$ cat config.mk
export PLATFORM = sky130hd
export DESIGN_NAME = iq_pattern_path
export DESIGN_NICKNAME = d
export VERILOG_FILES = /design/src/rtl/iqpat_pkg.sv /design/src/rtl/iqpat_source.sv /design/src/rtl/iqpat_checker.sv /design/src/rtl/iq_pattern_path.sv
export SDC_FILE = /design/constraint.sdc
export NUM_CORES = 1
export LEC_CHECK = 0
export ABC_AREA = 1
export ABC_CLOCK_PERIOD_IN_PS = 4400
export BUFFER_PORTS_ARGS = -buffer_cell sky130_fd_sc_hd__buf_4
export CAP_MARGIN = 10
export CORE_MARGIN = 2
export CORE_UTILIZATION = 60
export CTS_CLUSTER_SIZE = 25
export DETAILED_ROUTE_END_ITERATION = 7
export PLACE_DENSITY_LB_ADDON = 0.25
export SLEW_MARGIN = 15
export SYNTH_ARGS = -nofsm -noshare
export SYNTH_HDL_FRONTEND = slang
export SYNTH_SLANG_ARGS = --single-unit
$ cat constraint.sdc
create_clock -name clk -period 4.4 [get_ports clk]
set_clock_uncertainty 0.15 [all_clocks]
set_input_delay 0.66 -clock clk [delete_from_list [all_inputs] [get_ports clk]]
set_output_delay 0.66 -clock clk [all_outputs]
set_load 0.02 [all_outputs]
$ cat src/rtl/iqpat_pkg.sv
package iqpat_pkg;
  typedef enum logic [1:0] {
    SRC_PASS = 2'd0,
    SRC_RAMP = 2'd1,
    SRC_ONES = 2'd2,
    SRC_RSVD = 2'd3
  } src_mode_e;

  localparam int unsigned NUM_CH = 2;
endpackage

$ cat src/rtl/iqpat_source.sv
module iqpat_source
  import iqpat_pkg::*;
#(
  parameter int unsigned SAMPLE_W = 14
) (
  input  logic                clk,
  input  logic                rst_n,
  input  logic                take,
  input  logic [SAMPLE_W-1:0] raw,
  input  logic [1:0]          mode,
  output logic [SAMPLE_W-1:0] word
);
  localparam logic [SAMPLE_W-1:0] STEP = SAMPLE_W'(1);

  logic [SAMPLE_W-1:0] ramp_q;
  logic [SAMPLE_W-1:0] pick;

  always_comb begin
    unique case (src_mode_e'(mode))
      SRC_RAMP: pick = ramp_q;
      SRC_ONES: pick = '1;
      default:  pick = raw;
    endcase
  end

  always_ff @(posedge clk) begin
    if (!rst_n) begin
      ramp_q <= '0;
      word   <= '0;
    end else begin
      if (src_mode_e'(mode) != SRC_RAMP) ramp_q <= '0;
      else if (take)                     ramp_q <= ramp_q + STEP;
      if (take) word <= pick;
    end
  end
endmodule

$ cat src/rtl/iqpat_checker.sv
module iqpat_checker #(
  parameter int unsigned SAMPLE_W = 14,
  parameter int unsigned ERR_W    = 32
) (
  input  logic                clk,
  input  logic                rst_n,
  input  logic                en,
  input  logic                seen,
  input  logic [SAMPLE_W-1:0] sample,
  output logic                locked,
  output logic [ERR_W-1:0]    errs
);
  localparam logic [SAMPLE_W-1:0] STEP  = SAMPLE_W'(1);
  localparam logic [ERR_W-1:0]    INC   = ERR_W'(1);
  localparam logic [ERR_W-1:0]    TOP   = '1;

  logic [SAMPLE_W-1:0] expect_q;

  always_ff @(posedge clk) begin
    if (!rst_n || !en) begin
      locked   <= 1'b0;
      errs     <= '0;
      expect_q <= '0;
    end else if (seen) begin
      if (!locked) begin
        if (sample == '0) begin
          locked   <= 1'b1;
          expect_q <= STEP;
        end
      end else begin
        expect_q <= expect_q + STEP;
        if (sample != expect_q && errs != TOP) errs <= errs + INC;
      end
    end
  end
endmodule

$ cat src/rtl/iq_pattern_path.sv
module iq_pattern_path
  import iqpat_pkg::*;
#(
  parameter int unsigned SAMPLE_W = 14,
  parameter int unsigned ERR_W    = 32
) (
  input  logic                clk,
  input  logic                rst_n,
  input  logic                in_valid,
  input  logic [SAMPLE_W-1:0] in_i,
  input  logic [SAMPLE_W-1:0] in_q,
  input  logic [1:0]          mode_i,
  input  logic [1:0]          mode_q,
  input  logic                chk_en,
  output logic                out_valid,
  output logic [SAMPLE_W-1:0] out_i,
  output logic [SAMPLE_W-1:0] out_q,
  output logic                lock_i,
  output logic                lock_q,
  output logic [ERR_W-1:0]    err_i,
  output logic [ERR_W-1:0]    err_q
);
  logic [NUM_CH-1:0][SAMPLE_W-1:0] raw_bus, word_bus;
  logic [NUM_CH-1:0][1:0]          mode_bus;
  logic [NUM_CH-1:0]               lock_bus;
  logic [NUM_CH-1:0][ERR_W-1:0]    err_bus;
  logic                            vld_q;

  assign raw_bus  = {in_q, in_i};
  assign mode_bus = {mode_q, mode_i};

  always_ff @(posedge clk) begin
    if (!rst_n) vld_q <= 1'b0;
    else        vld_q <= in_valid;
  end

  for (genvar c = 0; c < NUM_CH; c++) begin : g_lane
    iqpat_source #(.SAMPLE_W(SAMPLE_W)) u_src (
      .clk   (clk),
      .rst_n (rst_n),
      .take  (in_valid),
      .raw   (raw_bus[c]),
      .mode  (mode_bus[c]),
      .word  (word_bus[c])
    );
    iqpat_checker #(.SAMPLE_W(SAMPLE_W), .ERR_W(ERR_W)) u_chk (
      .clk    (clk),
      .rst_n  (rst_n),
      .en     (chk_en),
      .seen   (vld_q),
      .sample (word_bus[c]),
      .locked (lock_bus[c]),
      .errs   (err_bus[c])
    );
  end

  assign out_valid = vld_q;
  assign out_i     = word_bus[0];
  assign out_q     = word_bus[1];
  assign lock_i    = lock_bus[0];
  assign lock_q    = lock_bus[1];
  assign err_i     = err_bus[0];
  assign err_q     = err_bus[1];
endmodule

Word-level counts from Yosys, hierarchy flattened. Cells that the tools add are included.

Shift operators: 0. Equality and inequality tests: 10. Multipliers: 0. Add/sub/neg operators: 6. Mux-type cells: 10. $lt $le $gt $ge: 0. Reduce and logical (&&, ||, !) cells: 15. Divide/modulo/power cells: 0. Bitwise operators: 1.

Operator list (count): 32-bit by 1-bit adder with 32-bit output, second input constant (2); 32-bit inequality test, second input constant (2); 14-bit by 1-bit adder with 14-bit output, second input constant (4); 14-bit 2-to-1 mux (4); 14-bit case mux with 2 select lines (2); 14-bit logical NOT (2); 14-bit inequality test (2); 3-bit AND reduction (2); 2-bit by 1-bit == test with 1-bit output, second input constant (2); 2-bit == test, second input constant (2); 1-bit 2-to-1 mux (4); 2-bit by 1-bit inequality test with 1-bit output, second input constant (2); 2-bit AND reduction (2); 2-bit nonzero test (2); 2-bit OR reduction (2); 1-bit logical AND (2); 1-bit logical NOT (2); 1-bit logical OR (1); 1-bit inverter (1).

Memory bits (writable): 0. Flip-flop bits (word level): 151. Memory bits (read-only): 0. Input port bits: 36. Memories: 0. Output and inout port bits: 95. Latch bits: 0.

Depth between registers and ports, before layout. Gate-level depths: netlist of run 1.

Depth in word-level cells: 3. Gate-level depth with buffers: 15.

Hierarchy. From an unflattened synthesis of run 1, not the netlist that was laid out.

Cells, all modules: 1513. Area total of the unflattened synthesis: 9283.9 um^2.

Modules (own cells, without submodules): iqpat_checker (times used 2, sequential area each 940.9 um^2, area an instance 3254.4 um^2, cells each 556); iqpat_source (times used 2, sequential area each 560.5 um^2, area an instance 1373.8 um^2, cells each 199); iq_pattern_path (times used 1, sequential area each 20.0 um^2, area an instance 27.5 um^2, cells each 3).

Worst setup path before layout of run 1. No wires, ideal clock.

Path type: register to register. From: reg g_lane[1].u_chk.errs[1]. To: reg g_lane[1].u_chk.errs[17]. Path slack: 2.402 ns. Data arrival time: 1.721 ns. Path buffers: 2. Cell stages (with the launch flop): 13. Period minus slack after synthesis: 1.998 ns. Required time: 4.122 ns. Cell sequence: dfxtp_1 > ha_1 > nand2_1 > nor2_4 > nand2_4 > nor2_4 > nand3b_4 > buf_6 > buf_6 > nand4_1 > nand2_1 > nand2_1 > nor2_1.

Word-level cells in the longest chain between the ends: 3.

RTL lines: start, declared (line iqpat_checker.sv:11) `output logic [ERR_W-1:0] errs`; start signal, assigned (line iqpat_checker.sv:32) `if (sample != expect_q && errs != TOP) errs <= errs + INC;`; branches (longest 3 deep; another with 32-bit by 1-bit adder with 32-bit output).

Several ways; the timed one is not identified. A chain may end at the register's enable or synchronous reset.

Final worst setup path of run 1.
From: reg g_lane[1].u_chk.locked. To: reg g_lane[1].u_chk.errs[26].

Word-level cells in the longest chain between the ends: 1.

RTL lines: start, declared (line iqpat_checker.sv:10) `output logic locked,`; start signal, assigned (line iqpat_checker.sv:21) `locked <= 1'b0;`; start signal, assigned (line iqpat_checker.sv:27) `locked <= 1'b1;`; 3-bit AND reduction (no line).

Every way passes these cells.

==> results of run 1 <==
## worst paths after layout
path	depth (start not counted)	end	start	slack [ns]
worst min-delay path	1	g_lane[0].u_src.ramp_q[13]	g_lane[0].u_src.ramp_q[13]	0.30
worst max register to register	9	g_lane[1].u_chk.errs[26]	g_lane[1].u_chk.locked	1.93
worst min register to register	1	g_lane[0].u_src.ramp_q[13]	g_lane[0].u_src.ramp_q[13]	0.30
worst max-delay path	9	g_lane[1].u_chk.errs[26]	g_lane[1].u_chk.locked	1.93
## synthesized netlist by cell type, types with 2 or more instances
master,n
nand2_1,369
nor2_1,248
inv_1,187
dfxtp_1,151
nand3_1,106
o21ai_0,103
a21oi_1,73
nor3_1,44
nand4_1,38
clkbuf_1,23
xor2_1,16
buf_2,12
ha_1,10
nand4_2,9
nor2_2,9
buf_1,7
o21ai_1,7
inv_2,6
buf_6,5
nand2_2,5
o21bai_1,5
a31oi_1,4
clkinv_1,4
buf_4,3
xnor2_1,3
nor2_4,2
nor3b_1,2
or2_1,2
## through the flow
step	utilization	setup WS, ns
floorplan	-	2.40
global route	0.725	1.73
detailed placement	0.685	1.66
global placement	0.685	1.74
CTS	0.725	2.00
finish	0.725	1.93
## layer usage
| metal | part of all wire | track usage | wire length [um] |
|---|---|---|---|
| met2 | 0.46 | 0.469 | 10800 |
| met3 | 0.081 | 0.0523 | 1920 |
| met4 | 0.014 | 0.0937 | 323 |
| met5 | 0 | 0 | 0 |
| met1 | 0.44 | 0.396 | 10500 |
## layout make-up
type,instances,area share
clock buffer,23,0.0433
clock inverter,8,0.0117
inverter,197,0.0699
multi-input combinational,1071,0.472
sequential,151,0.286
tap,184,0.0218
timing repair buffer,134,0.0951
## registers in the layout (all words and copies together), names as in the netlist
signal	flops
out_valid	1
g_lane.u_src.word	28
g_lane.u_chk.errs	64
g_lane.u_src.ramp_q	28
g_lane.u_chk.locked	2
g_lane.u_chk.expect_q	28
## power groups by stage
| stage | logic, uW | registers (uW) | clock network [uW] |
|---|---|---|---|
| final | 288 | 1420 | 1470 |
| after global routing | 320 | 1420 | 1540 |
| after CTS | 285 | 1420 | 1480 |
| after detailed placement | 283 | 1450 | 0 |
| after global placement | 277 | 1450 | 0 |
| after floorplan | 163 | 1470 | 0 |
## kinds of logic (layout without fill, tap and decap cells)
| group | after synthesis | after routing | share of synthesized area |
|---|---|---|---|
| xor gates and xnor gates | 19 | 19 | 0.0185 |
| and+or+nand+nor | 847 | 847 | 0.411 |
| AOI/OAI and AO/OA | 195 | 195 | 0.111 |
| buffers and inverters | 247 | 362 | 0.110 |
| DFF | 151 | 151 | 0.336 |
| adders and majority gates | 10 | 10 | 0.0139 |
## worst max-delay path, stage by stage, from the launching register on
cell and delay [ns]:
dfxtp_1 0.78, inv_2 0.30, nor3_4 0.36, nand3_1 0.18
nor2_2 0.17, nand3_1 0.10, nor2_1 0.15, nand2_1 0.07
nand2_1 0.06, nor2_1 0.04
==> key figures, run 1 <==
Power
  • Combinational group share of total power: 0.091
  • NetSw: 777 uW
  • Int Pwr: 2400 uW
  • Static leakage: 0.00443 uW
  • Tot Pwr: 3170 uW
  • Max IR drop VDD: 286 uV
  • Clock network fraction of design power: 0.462
  • Power Dens Cells: 300 nW/um2
  • Sequential power share: 0.448
  • Sw frac: 0.245

Status
  • Status: finished clean

Finish
  • FILL cells: 1,255
  • Area delta synth->final: 17.4%
  • Register area: 3020 um2
  • Most frequent cells in the layout: nand2_1 (369), nor2_1 (248), inv_1 (187)
  • Most common cell after layout, fill and taps aside: nand2_1
  • Multi-input gate area: 4990 um2
  • Share of layout cells above drive strength 1: 0.126
  • Final Non-Filler Cells: 1,768
  • Number of diodes: 0
  • Fin area: 10,600 um2
  • Net count, final: 1,618

Setup path
  • CP Max Fanout: 15
  • Crit path launch type: flop
  • CP Data Required Time: 4.57 ns
  • Crit end category: flop
  • Arr. time, crit path: 2.64 ns
  • Worst setup path class: flop to flop

Synth
  • Distinct cells, synth: 44
  • Share of the synthesized area in the top cell type: 0.336
  • Syn Inst Count: 1,469
  • Most area-consuming cells after synthesis: dfxtp_1 (34%), nand2_1 (15%), nor2_1 (10%)
  • Post-synthesis sequential area ratio: 0.336
  • Number of flops mapped to enable cells by yosys: 0
  • Syn Nets: 1,515
  • Flops & latches, synth: 151
  • Post-Syn Area: 9010 um2
  • Yosys warns: 0
  • Dominant cell type by area after synthesis: dfxtp_1
  • Syn Area/Cell: 6.13 um2
  • Top_reg_cell synth: dfxtp_1
  • Ys async rst share: 0

Run
  • Max Cap Violations: 0

Clocking
  • Hold_buf cts: 0
  • Clock sink count: 151
  • CTS root buf: clkbuf_16
  • Number of buffers created by CTS: 17
  • Total number of H-tree levels: 4
  • CTS clk-pin slew, worst paths: 0.06 ns
  • CTS tree: yes
  • Clk_lat worst skew: 0.43 ns
  • Cts repair resizes: 0
  • Post-CTS Setup Inserts: 0
  • Worst-case clock buffer depth: 2

Routing
  • Routed wire length: 23,500 um
  • Detail Route Antenna Nets: 0
  • DRT iter0 DRCs: 864
  • Iteration count of the initial detailed-routing pass: 5
  • WL/cell: 13.3 um
  • Total number of vias: 9,783
  • DRC viols: 0
  • Via-to-Cell Ratio: 5.53

Placement
  • RePlAce Congestion: 0.916
  • Placed standard-cell area: 9990 um2
  • Placed cell count: 1,737
  • IO Port Bufs: 130
  • DP HPWL: 16,600 um

Global route
  • Global route total overflow: 0
  • Pin count of the biggest net entering global routing: 67
  • Total GRT Usage: 0.291
  • Vias in the first global route: 8,626
  • Global-route wire length before repair: 39,200 um
  • Initial antenna violation count: 0

Floorplan
  • Die area: 16,000 um2
  • Die W: 127 um
  • Top Ports: 131
  • Initial Util: 0.617
  • Die Height: 127 um
  • Std-Cell Rows: 44
  • Core area: 14,600 um2

Timing
  • Hold WS: 0.300 ns
  • Tmin final: 2.47 ns
  • Fin Setup TNS: 0 ns
  • Fmax: 0.405 GHz
  • Final Cycle Share: 0.561
  • RSZ-0062 raised after global routing: false
  • Slew Limit Fails: 0
  • Slew headroom: 0.464
  • Worst-margin pin slew: 0.801 ns
  • Final Hold Violating Endpoints: 0
  • Final setup viols: 0

Hold path
  • Worst Hold Class: flop to flop
(Power assumes the default switching activity.)
==> run 2, diff against run 1 <==
Settings changed: ABC_CLOCK_PERIOD_IN_PS 4400 to 2100, CORE_UTILIZATION 60 to 53.
Clock period 4.4 ns to 2.1 ns, I/O delays scaled along.
==> key figures, run 2 (same netlist as run 1, synthesis figures left out) <==
Status
  • Status: finished clean

Timing
  • Final Cycle Share: 0.930
  • Slew Limit Fails: 0
  • Final Hold Violating Endpoints: 0
  • Hold WS: 0.0120 ns
  • Tmin final: 1.95 ns
  • Slew headroom: 0.680
  • Final WS setup: 0.147 ns
  • Worst-margin pin slew: 0.480 ns
  • Fin Setup TNS: 0 ns
  • Fmax: 0.512 GHz
  • Final setup viols: 0
  • RSZ-0062 raised after global routing: true

Placement
  • Placed cell count: 1,806
  • IO Port Bufs: 130
  • DP HPWL: 17,300 um
  • RePlAce Congestion: 0.930
  • Placed standard-cell area: 10,300 um2
  • Post-Place Worst Slack: 0.0870 ns

Finish
  • Number of diodes: 0
  • Area delta synth->final: 21.0%
  • Share of layout cells above drive strength 1: 0.153
  • Net count, final: 1,654
  • Most common cell after layout, fill and taps aside: nand2_1
  • Largest Register: g_lane.u_chk.errs
  • Final Non-Filler Cells: 1,839
  • Fin area: 10,900 um2
  • Max reg flops: 64
  • Most frequent cells in the layout: nand2_1 (368), nor2_1 (245), inv_1 (187)

Hold path
  • Worst Hold Class: primary input to flop
  • Hold endpoint: g_lane[1].u_src.word[3]
  • HP Start: in_q[3]
  • Worst Hold Path Cells: 3

Clocking
  • CTS tree: yes
  • Clk_lat worst skew: 0.43 ns
  • Number of buffers created by CTS: 17
  • CTS root buf: clkbuf_16
  • Clock sink count: 151
  • Worst-case clock buffer depth: 2
  • Hold_buf cts: 0
  • CTS clk-pin slew, worst paths: 0.06 ns
  • Total number of H-tree levels: 4

Global route
  • Initial antenna violation count: 0
  • Global-route wire length before repair: 39,400 um
  • Total GRT Usage: 0.264
  • Global route total overflow: 0
  • M2 GR Usage: 0.436
  • Vias in the first global route: 8,585
  • Pin count of the biggest net entering global routing: 40
  • Met1 usage: 0.351
  • M3 GR Usage: 0.0420
  • Grt peak-use layer: met2

Power
  • NetSw: 1710 uW
  • Sequential power share: 0.460
  • Combinational group share of total power: 0.098
  • Clock network fraction of design power: 0.442
  • Max IR drop VDD: 639 uV
  • Sw frac: 0.264
  • Power Dens Cells: 593 nW/um2
  • Int Pwr: 4760 uW
  • Static leakage: 0.00460 uW

Routing
  • Detail Route Antenna Nets: 0
  • WL/cell: 13.1 um
  • Via-to-Cell Ratio: 5.29
  • Routed wire length: 24,100 um
  • Total number of vias: 9,721
  • DRT iter0 DRCs: 718
  • DRC viols: 0
  • Iteration count of the initial detailed-routing pass: 7

Setup path
  • CP max-delay cell: dfxtp_1
  • CP cell instances: ha_1 -> nand2_2 -> nor2_4 -> nand2_4 -> nor2_4 -> nand3b_4 -> buf_4 -> nand4_1 -> nand2_1 -> nand2_1 -> nor2_1
  • FF-to-FF Start: g_lane[1].u_chk.errs[0]
  • Crit path launch type: flop
  • R2r setup slk: 0.15 ns
  • Arr. time, crit path: 2.13 ns
  • Reg2reg end: g_lane[1].u_chk.errs[22]
  • Slowest stage delay, CP: 0.34 ns
  • Crit end category: flop
  • Worst setup path class: flop to flop
  • CP Data Required Time: 2.28 ns
  • CP Max Fanout: 10
  • R2r worst-path depth: 11

Floorplan
  • Die Height: 134 um
  • Initial Util: 0.543
  • Core area: 16,600 um2
  • Die W: 134 um
  • Top Ports: 131
  • Die area: 18,100 um2
  • Std-Cell Rows: 47

Run
  • Max Cap Violations: 0
==> run 2: changes by cell type in the layout (fill, tap and decap cells not counted), moves of 3 or more <==
cell | previous run | this run
clkbuf_1 | 5 | 1
nor2_1 | 248 | 245
dfxtp_1 | 151 | 148
buf_4 | 134 | 168
clkinvlp_4 | 2 | 6
dfxtp_2 | 0 | 3
==> run 2: cell type report <==
type / count / area, um2
inverters: 197 / 742
fillers: 1541 / 5680
well taps: 220 / 275
multi-input cells: 1072 / 5040
repair buffers: 169 / 1280
flip-flops and latches: 151 / 3030
clock inverters: 12 / 108
clock buffers: 18 / 429
==> run 2: critical path: cells and delay by family, from the launching register on <==
kind / cells / cell delay (ns)
AND/OR/NAND/NOR: 9 / 0.94
flip-flops: 1 / 0.34
buffers and inverters: 1 / 0.23
adder cells (fa/ha/maj): 1 / 0.19
==> run 2: timing repair <==
item                       in CTS  in global routing
setup buffers                   0                  2
resized for setup               0                 13
setup endpoints to repair       0                 49
==> run 2: stage by stage <==
step | total power (uW) | util
3_3_place_gp | 3650 | 0.621
4_1_cts | 6490 | 0.653
2_1_floorplan | 3410 | -
6_report | 6470 | 0.657
3_5_place_dp | 3650 | 0.621
5_1_grt | 6700 | 0.657
==> run 2: per-layer routing <==
layer  vias up  routed length (um)  share of wire
met1      4362               11000           0.45
li1       4971                   -              -
met3        46                1560          0.065
met2       342               11100           0.46
met5         -                   0              0
met4         0                 480          0.020
==> run 2: worst max path at each step <==
stage          slack (ns)                       end               startpoint  depth (start not counted)
2_1_floorplan        0.10  g_lane[1].u_chk.errs[17]  g_lane[1].u_chk.errs[1]                         12
3_5_place_dp         0.09   g_lane[0].u_chk.errs[1]  g_lane[0].u_chk.errs[0]                         11
3_3_place_gp         0.11   g_lane[0].u_chk.errs[1]  g_lane[0].u_chk.errs[0]                         12
6_report             0.15  g_lane[1].u_chk.errs[22]  g_lane[1].u_chk.errs[0]                         11
4_1_cts              0.07   g_lane[0].u_chk.errs[0]  g_lane[0].u_chk.errs[0]                         12
5_1_grt             -0.01   g_lane[0].u_chk.errs[6]  g_lane[0].u_chk.errs[0]                         12
==> run 2: power groups by stage <==
stage / sequential [uW] / clock (uW) / combinational, uW
after floorplan: 3070 / 0 / 342
after global placement: 3040 / 0 / 606
after detailed placement: 3040 / 0 / 615
after CTS: 2980 / 2900 / 618
after global routing: 2980 / 3020 / 699
final: 2980 / 2860 / 634
